===== src/rtl/swd_pkg.sv =====
`timescale 1ns/1ps
package swd_pkg;
  localparam int unsigned SWD_N_W   = 14;  // wide main count
  localparam int unsigned SWD_NR_W  = 13;  // narrow main count
  localparam int unsigned SWD_A_W   = 4;   // swallow count
  localparam int unsigned SWD_R_W   = 17;  // direct count
  localparam int unsigned SWD_MIN_SW  = 272;
  localparam int unsigned SWD_MIN_DIR = 6;

  typedef enum logic [1:0] {
    MODE_WIDE       = 2'd0,
    MODE_NARROW     = 2'd1,
    MODE_DIRECT     = 2'd2,
    MODE_DIRECT_ALT = 2'd3
  } div_mode_e;
endpackage


===== src/rtl/swd_cfg_check.sv =====
`timescale 1ns/1ps
// Decodes the setting word for the selected mode and judges legality.
module swd_cfg_check #(
  parameter int unsigned N_W     = 14,
  parameter int unsigned NR_W    = 13,
  parameter int unsigned A_W     = 4,
  parameter int unsigned R_W     = 17,
  parameter int unsigned MIN_SW  = 272,
  parameter int unsigned MIN_DIR = 6,
  localparam int unsigned WORD_W = N_W + A_W,
  localparam int unsigned MAIN_W = (R_W > N_W) ? R_W : N_W
) (
  input  logic [1:0]        mode,
  input  logic [WORD_W-1:0] word,
  output logic [MAIN_W-1:0] main_ld,
  output logic [A_W-1:0]    swal_ld,
  output logic              direct,
  output logic              legal
);
  import swd_pkg::*;
  localparam int unsigned RAT_W = MAIN_W + A_W;

  div_mode_e         m;
  logic [MAIN_W-1:0] n_sel;
  logic [MAIN_W-1:0] r_val;
  logic [A_W-1:0]    a_val;
  logic [RAT_W-1:0]  ratio;

  always_comb begin
    m      = div_mode_e'(mode);
    a_val  = word[A_W-1:0];
    r_val  = MAIN_W'(word[R_W-1:0]);
    n_sel  = (m == MODE_NARROW) ? MAIN_W'(word[A_W+NR_W-1:A_W])
                                : MAIN_W'(word[WORD_W-1:A_W]);
    ratio  = (RAT_W'(n_sel) << A_W) + RAT_W'(a_val);
    direct = (m == MODE_DIRECT) || (m == MODE_DIRECT_ALT);
    main_ld = direct ? r_val : n_sel;
    swal_ld = direct ? '0 : a_val;
    legal   = direct ? (r_val >= MAIN_W'(MIN_DIR))
                     : ((n_sel > MAIN_W'(a_val)) && (ratio >= RAT_W'(MIN_SW)));
  end
endmodule


===== src/rtl/swd_prescaler.sv =====
`timescale 1ns/1ps
// Dual-modulus prescaler with its swallow counter: rounds of 2^A_W+1 ticks
// while the swallow count is nonzero, 2^A_W ticks afterwards.
module swd_prescaler #(
  parameter int unsigned A_W = 4
) (
  input  logic           clk,
  input  logic           rst,
  input  logic           clr,
  input  logic           tick,
  input  logic [A_W-1:0] swal_ld,
  output logic           wrap
);
  localparam int unsigned PRE_W = A_W + 1;
  localparam logic [PRE_W-1:0] LAST_LO = PRE_W'((1 << A_W) - 1);
  localparam logic [PRE_W-1:0] LAST_HI = PRE_W'(1 << A_W);

  logic [PRE_W-1:0] pcnt;
  logic [A_W-1:0]   scnt;
  logic [PRE_W-1:0] last;

  always_comb begin
    last = (scnt != '0) ? LAST_HI : LAST_LO;
    wrap = tick && (pcnt == last);
  end

  always_ff @(posedge clk) begin
    if (rst) begin
      pcnt <= '0;
      scnt <= '0;
    end else if (clr) begin
      pcnt <= '0;
      scnt <= swal_ld;
    end else if (tick) begin
      if (pcnt == last) begin
        pcnt <= '0;
        if (scnt != '0) scnt <= scnt - A_W'(1);
      end else begin
        pcnt <= pcnt + PRE_W'(1);
      end
    end
  end

  // prescaler position never passes the long-round terminal value
  a_r1_pre_range: assert property (@(posedge clk) disable iff (rst)
    pcnt <= LAST_HI);
  // once the swallow count has run out, rounds are short
  a_r1_short_after_swallow: assert property (@(posedge clk) disable iff (rst)
    (scnt == '0) && !clr |-> pcnt <= LAST_LO);
endmodule


===== src/rtl/swd_main_cnt.sv =====
`timescale 1ns/1ps
// Main down-counter: reloads on clr, steps once per prescaler round
// (swallow modes) or per tick (direct modes).
module swd_main_cnt #(
  parameter int unsigned MAIN_W = 17
) (
  input  logic              clk,
  input  logic              rst,
  input  logic              clr,
  input  logic              step,
  input  logic [MAIN_W-1:0] ld,
  output logic              done
);
  logic [MAIN_W-1:0] mcnt;

  assign done = step && (mcnt == MAIN_W'(1));

  always_ff @(posedge clk) begin
    if (rst)       mcnt <= '0;
    else if (clr)  mcnt <= ld;
    else if (step) mcnt <= mcnt - MAIN_W'(1);
  end

  // a running count never steps from zero
  a_r5_no_underflow: assert property (@(posedge clk) disable iff (rst)
    !clr && step |-> mcnt != '0);
endmodule


===== src/rtl/swallow_divider.sv =====
`timescale 1ns/1ps
module swallow_divider #(
  parameter int unsigned N_W     = swd_pkg::SWD_N_W,
  parameter int unsigned NR_W    = swd_pkg::SWD_NR_W,
  parameter int unsigned A_W     = swd_pkg::SWD_A_W,
  parameter int unsigned R_W     = swd_pkg::SWD_R_W,
  parameter int unsigned MIN_SW  = swd_pkg::SWD_MIN_SW,
  parameter int unsigned MIN_DIR = swd_pkg::SWD_MIN_DIR,
  localparam int unsigned WORD_W = N_W + A_W,
  localparam int unsigned MAIN_W = (R_W > N_W) ? R_W : N_W
) (
  input  logic              clk,
  input  logic              rst,
  input  logic              en,
  input  logic              tick_in,
  input  logic [1:0]        mode,
  input  logic [WORD_W-1:0] div_word,
  output logic              div_pulse,
  output logic              div_square,
  output logic              cfg_bad
);
  logic [MAIN_W-1:0] main_ld;
  logic [A_W-1:0]    swal_ld;
  logic              direct_in, legal_in;
  logic              run_q, direct_q;
  logic              wrap, step, done, period_end;
  logic              clr_main, clr_pre;

  swd_cfg_check #(
    .N_W(N_W), .NR_W(NR_W), .A_W(A_W), .R_W(R_W),
    .MIN_SW(MIN_SW), .MIN_DIR(MIN_DIR)
  ) u_cfg (
    .mode(mode), .word(div_word), .main_ld(main_ld), .swal_ld(swal_ld),
    .direct(direct_in), .legal(legal_in)
  );

  always_comb begin
    step       = run_q && (direct_q ? tick_in : wrap);
    period_end = en && run_q && done;
    clr_main   = !en || !run_q || period_end;
    clr_pre    = clr_main || direct_q;
  end

  swd_prescaler #(.A_W(A_W)) u_pre (
    .clk(clk), .rst(rst), .clr(clr_pre), .tick(tick_in),
    .swal_ld(swal_ld), .wrap(wrap)
  );

  swd_main_cnt #(.MAIN_W(MAIN_W)) u_main (
    .clk(clk), .rst(rst), .clr(clr_main), .step(step),
    .ld(main_ld), .done(done)
  );

  always_ff @(posedge clk) begin
    if (rst) begin
      run_q      <= 1'b0;
      direct_q   <= 1'b0;
      cfg_bad    <= 1'b0;
      div_pulse  <= 1'b0;
      div_square <= 1'b0;
    end else if (!en) begin
      run_q      <= 1'b0;
      cfg_bad    <= 1'b0;
      div_pulse  <= 1'b0;
      div_square <= 1'b0;
    end else if (!run_q || period_end) begin
      run_q      <= legal_in;
      cfg_bad    <= !legal_in;
      direct_q   <= direct_in;
      div_pulse  <= period_end && legal_in;
      div_square <= legal_in ? (div_square ^ period_end) : 1'b0;
    end else begin
      div_pulse  <= 1'b0;
    end
  end

  // disabling clears every output on the next cycle
  a_r8_en_clears: assert property (@(posedge clk) disable iff (rst)
    !en |=> !div_pulse && !div_square && !cfg_bad);
  // an illegal setting keeps both outputs low
  a_r4_bad_silent: assert property (@(posedge clk) disable iff (rst)
    cfg_bad |-> !div_pulse && !div_square);
  // the pulse lasts one cycle
  a_r5_single_cycle: assert property (@(posedge clk) disable iff (rst)
    div_pulse |=> !div_pulse);
  // the square output flips together with each pulse
  a_r6_square_toggles: assert property (@(posedge clk) disable iff (rst)
    $rose(div_pulse) |-> div_square != $past(div_square));
  // the mode in use holds for the whole of a period
  a_r7_mode_held: assert property (@(posedge clk) disable iff (rst)
    en && run_q && !period_end |=> $stable(direct_q));
endmodule


===== config.mk =====
export PLATFORM = sky130hd
export DESIGN_NAME = swallow_divider
export DESIGN_NICKNAME = d
export VERILOG_FILES = /design/src/rtl/swd_pkg.sv /design/src/rtl/swd_cfg_check.sv /design/src/rtl/swd_prescaler.sv /design/src/rtl/swd_main_cnt.sv /design/src/rtl/swallow_divider.sv
export SDC_FILE = /design/constraint.sdc
export NUM_CORES = 1
export LEC_CHECK = 0
export CORE_ASPECT_RATIO = 1.5
export CORE_MARGIN = 5
export CORE_UTILIZATION = 40
export CTS_CLUSTER_DIAMETER = 80
export DETAILED_ROUTE_END_ITERATION = 10
export DONT_BUFFER_PORTS = 1
export SLEW_MARGIN = 10
export SYNTH_ARGS = -nofsm -noshare
export SYNTH_HDL_FRONTEND = slang
export SYNTH_SLANG_ARGS = --single-unit

===== constraint.sdc =====
create_clock -name clk -period 2.75 [get_ports clk]
set_input_delay 0.55 -clock clk [delete_from_list [all_inputs] [get_ports clk]]
set_output_delay 0.55 -clock clk [all_outputs]
set_load 0.05 [all_outputs]

==> out/metrics.json <==
{
  "status": {
    "status": "completed"
  },
  "synth": {
    "yosys-mux-area-fraction_pct": 8.27,
    "synth_area_leaders": "dfxtp_1 (27%), mux2i_1 (5.3%), nor2_1 (4.0%)",
    "synthMostInstantiatedCell": "dfxtp_1",
    "synth_top_area_cell": "dfxtp_1",
    "synth.ff_latch_count": 31,
    "yosysTopAreaCellShare_pct": 27.4,
    "synth-simple-area-share_pct": 32.0,
    "number_of_enable_type_register_cells_in_the_synthesized_netlist": 0,
    "post_synth.cell_area_avg_um2": 8.31,
    "synthesis.yosys.warnings": 0,
    "synthAdderAreaFrac_pct": 2.21,
    "synth.lib_cells_used.distinct": 72,
    "synth-xor-area-share_pct": 2.70,
    "synth.cell_area_mm2": 0.00227,
    "postSynth.topFlopCell": "dfxtp_1",
    "synth_seq_area_share_pct": 27.4,
    "postSynth.asyncResetShare_pct": 0,
    "compound_gate_portion_of_the_synthesized_area_pct": 21.3,
    "syn_nets": 301,
    "syn-instance-count": 273,
    "synth_top_family_by_area": "simple AND/OR/NAND/NOR gates",
    "synth.top_cells.by_count": "dfxtp_1 (31), nor2_1 (24), nand2_1 (18)"
  },
  "floorplanning": {
    "die_width_um": 71.5,
    "floorplan.die.height_um": 102,
    "io_pins": 27,
    "design.core.area_mm2": 0.00549,
    "initial_util_pct": 41.3,
    "floorplan.die_area_mm2": 0.00731,
    "fp-row-count": 33
  },
  "worst_hold_path": {
    "hold_path.startpoint": "rst",
    "holdCritPathClass": "in -> reg"
  },
  "pwr": {
    "power.leakage_nw": 0.899,
    "power.density_mw_per_mm2": 459,
    "max-vdd-ir-drop_mv": 0.145,
    "finalPower_w": 0.00111
  },
  "clocking": {
    "clockBufferDepth": 2,
    "htree_levels": 2,
    "clock-root-buffer": "clkbuf_8",
    "cts_hold_buf": 0,
    "tritoncts": "yes",
    "cts_made_buffers": 5,
    "path_clk_slew_ns": 0.07,
    "numClockSinks": 31,
    "clock_insertion_delay_worst_skew_ns": 0.29,
    "postCtsSetupBuffers": 0,
    "post_cts_resize_count": 0
  },
  "final_layout": {
    "post_route_cells_drive_above_1_share_pct": 14.9,
    "post_layout_nonfiller_instances": 345,
    "diodes": 0,
    "post-route-util_pct": 44.2,
    "finalNetCount": 302,
    "syn_to_final_growth_pct": 7.12
  },
  "grt": {
    "grt_first_pass_wirelength_mm": 11.3,
    "antenna_found_initial": 0,
    "grt_overflow": 0,
    "grt_start_max_net_pins": 29,
    "track_usage_pct": 20.1,
    "grt_pass1_vias": 2162
  },
  "setup_path": {
    "reg2reg_setup_slack_ns": 0.21,
    "setup_crit_start": "u_main.mcnt[4]",
    "critical_path.top_delay_family": "simple AND/OR/NAND/NOR gates",
    "regToRegEndpoint": "u_main.mcnt[11]",
    "worstSetupPathDepth": 6,
    "worst_r2r_startpoint": "u_main.mcnt[4]",
    "crit_path_start_kind": "register",
    "worst_setup_path_endpoint": "u_main.mcnt[11]",
    "worst_path_required_ns": 2.94,
    "worst-path-buf-inv": 0,
    "critical-path-slowest-cell": "or4_4",
    "cp_slowest_stage_delay_ns": 0.60,
    "cp_data_arrival_time_ns": 2.72,
    "reg2regPathDepth": 6,
    "worstSetupPathType": "reg -> reg",
    "cp_cell_instances": "or4_4 > nor4_4 > o2111ai_4 > nand2_4 > mux2_2 > a32o_1",
    "timing.critical_path.fanout_max": 8,
    "setup.worst_path.end_class": "register"
  },
  "timing": {
    "worst-slew-pin-transition_ns": 0.592,
    "final_period_minus_worst_setup_slack_ns": 2.54,
    "timing.clock.skew_ns": 0.00787,
    "timing_hold_violations_final": 0,
    "unrepaired_setup_endpoints_after_global_routing": "false",
    "setup_total_negative_slack_ns": 0,
    "fmax_mhz": 394,
    "total_count_of_max_transition_violations_in_the_final_report": 0,
    "final.period_utilization_pct": 92.2,
    "finalSetupViolCount": 0,
    "slew_headroom_pct": 60.4
  },
  "drt": {
    "total_number_of_vias": 2169,
    "route.detailed.wl_per_inst_um": 20.1,
    "detail-route-antenna-nets": 0,
    "final_routed_wirelength_mm": 6.94,
    "drt_first_pass_iters": 4,
    "drt-initial-drc-count": 131,
    "remaining_drcs": 0,
    "route.detailed.vias_per_inst": 6.29
  },
  "place": {
    "gp_congestion": 0.958,
    "post-dp-hpwl_mm": 5.32,
    "place_inst": 337,
    "port_buffers": 0
  },
  "run": {
    "drv_cap": 0
  }
}
==> sequential cells by signal, summed over array words and instances (netlist names) <==
name,count
run_q,1
direct_q,1
div_square,1
u_main.mcnt,17
u_pre.scnt,4
u_pre.pcnt,5
div_pulse,1
cfg_bad,1
==> power by group <==
part / switching, W / internal [W] / total, W
sequential: 0.0000304 / 0.000472 / 0.000503
combinational: 0.000114 / 0.0000900 / 0.000204
clock: 0.000180 / 0.000228 / 0.000408
==> layer usage <==
| metal | global-route usage (%) | vias to the layer above | wire length [um] |
|---|---|---|---|
| li1 | - | 1040 | - |
| met4 | 12.4 | 0 | 377 |
| met2 | 34.9 | 80 | 3450 |
| met3 | 5.81 | 29 | 532 |
| met1 | 21.2 | 1020 | 2580 |
| met5 | 0 | - | 0 |
==> placed cells by master (no fill, tap or decap), drive strengths merged, types with 4 or more instances in the layout <==
cell    synthesis  routed
dfxtp          31      31
nor2           25      25
nand2          19      19
o21ai          13      13
mux2i          12      12
a21oi          12      12
nor4           11      11
inv            10      10
nand3          10      10
buf             9      10
nor3            9       9
nand4           8       8
clkbuf          6       8
or4             7       7
mux2            6       6
a31oi           5       5
and3            5       5
nor2b           4       4
xnor2           4       4
nand4b          4       4
nand2b          4       4
ha              4       4
and2            4       4
o41ai           4       4
==> through the flow <==
| stage | hold slack (ns) | setup WS (ns) | cell area, um^2 |
|---|---|---|---|
| floorplan | 0.452 | 0.416 | 2270 |
| CTS | 0.319 | 0.218 | 2430 |
| finish | 0.323 | 0.215 | 2430 |
| detailed placement | 0.519 | 0.228 | 2330 |
| global placement | 0.510 | 0.255 | 2330 |
| global route | 0.319 | 0.0825 | 2430 |
==> worst min path at each step <==
stage                            endpoint  depth (start not counted)
after floorplan           u_main.mcnt[14]                          2
after global placement     u_main.mcnt[7]                          2
after detailed placement  u_main.mcnt[14]                          2
after CTS                  u_main.mcnt[4]                          1
after global routing      u_main.mcnt[13]                          1
final                      u_main.mcnt[4]                          1
==> kinds of logic (layout without fill, tap and decap cells) <==
kind of cell,after synthesis,in the layout
buffers and inverters,26,28
DFF,31,31
and+or+nand+nor,123,123
adders and majority gates,4,4
muxes,18,18
xor gates and xnor gates,7,7
AOI/OAI and AO/OA,64,64
==> cell type report <==
| cell class | instances | area, um^2 |
|---|---|---|
| tap | 70 | 87.6 |
| multi-input combinational | 216 | 1510 |
| timing repair buffer | 10 | 75.1 |
| inverter | 10 | 37.5 |
| fill | 545 | 3060 |
| sequential | 31 | 621 |
| clock buffer | 8 | 100 |
No activity file was read; power rests on OpenSTA's default activity.
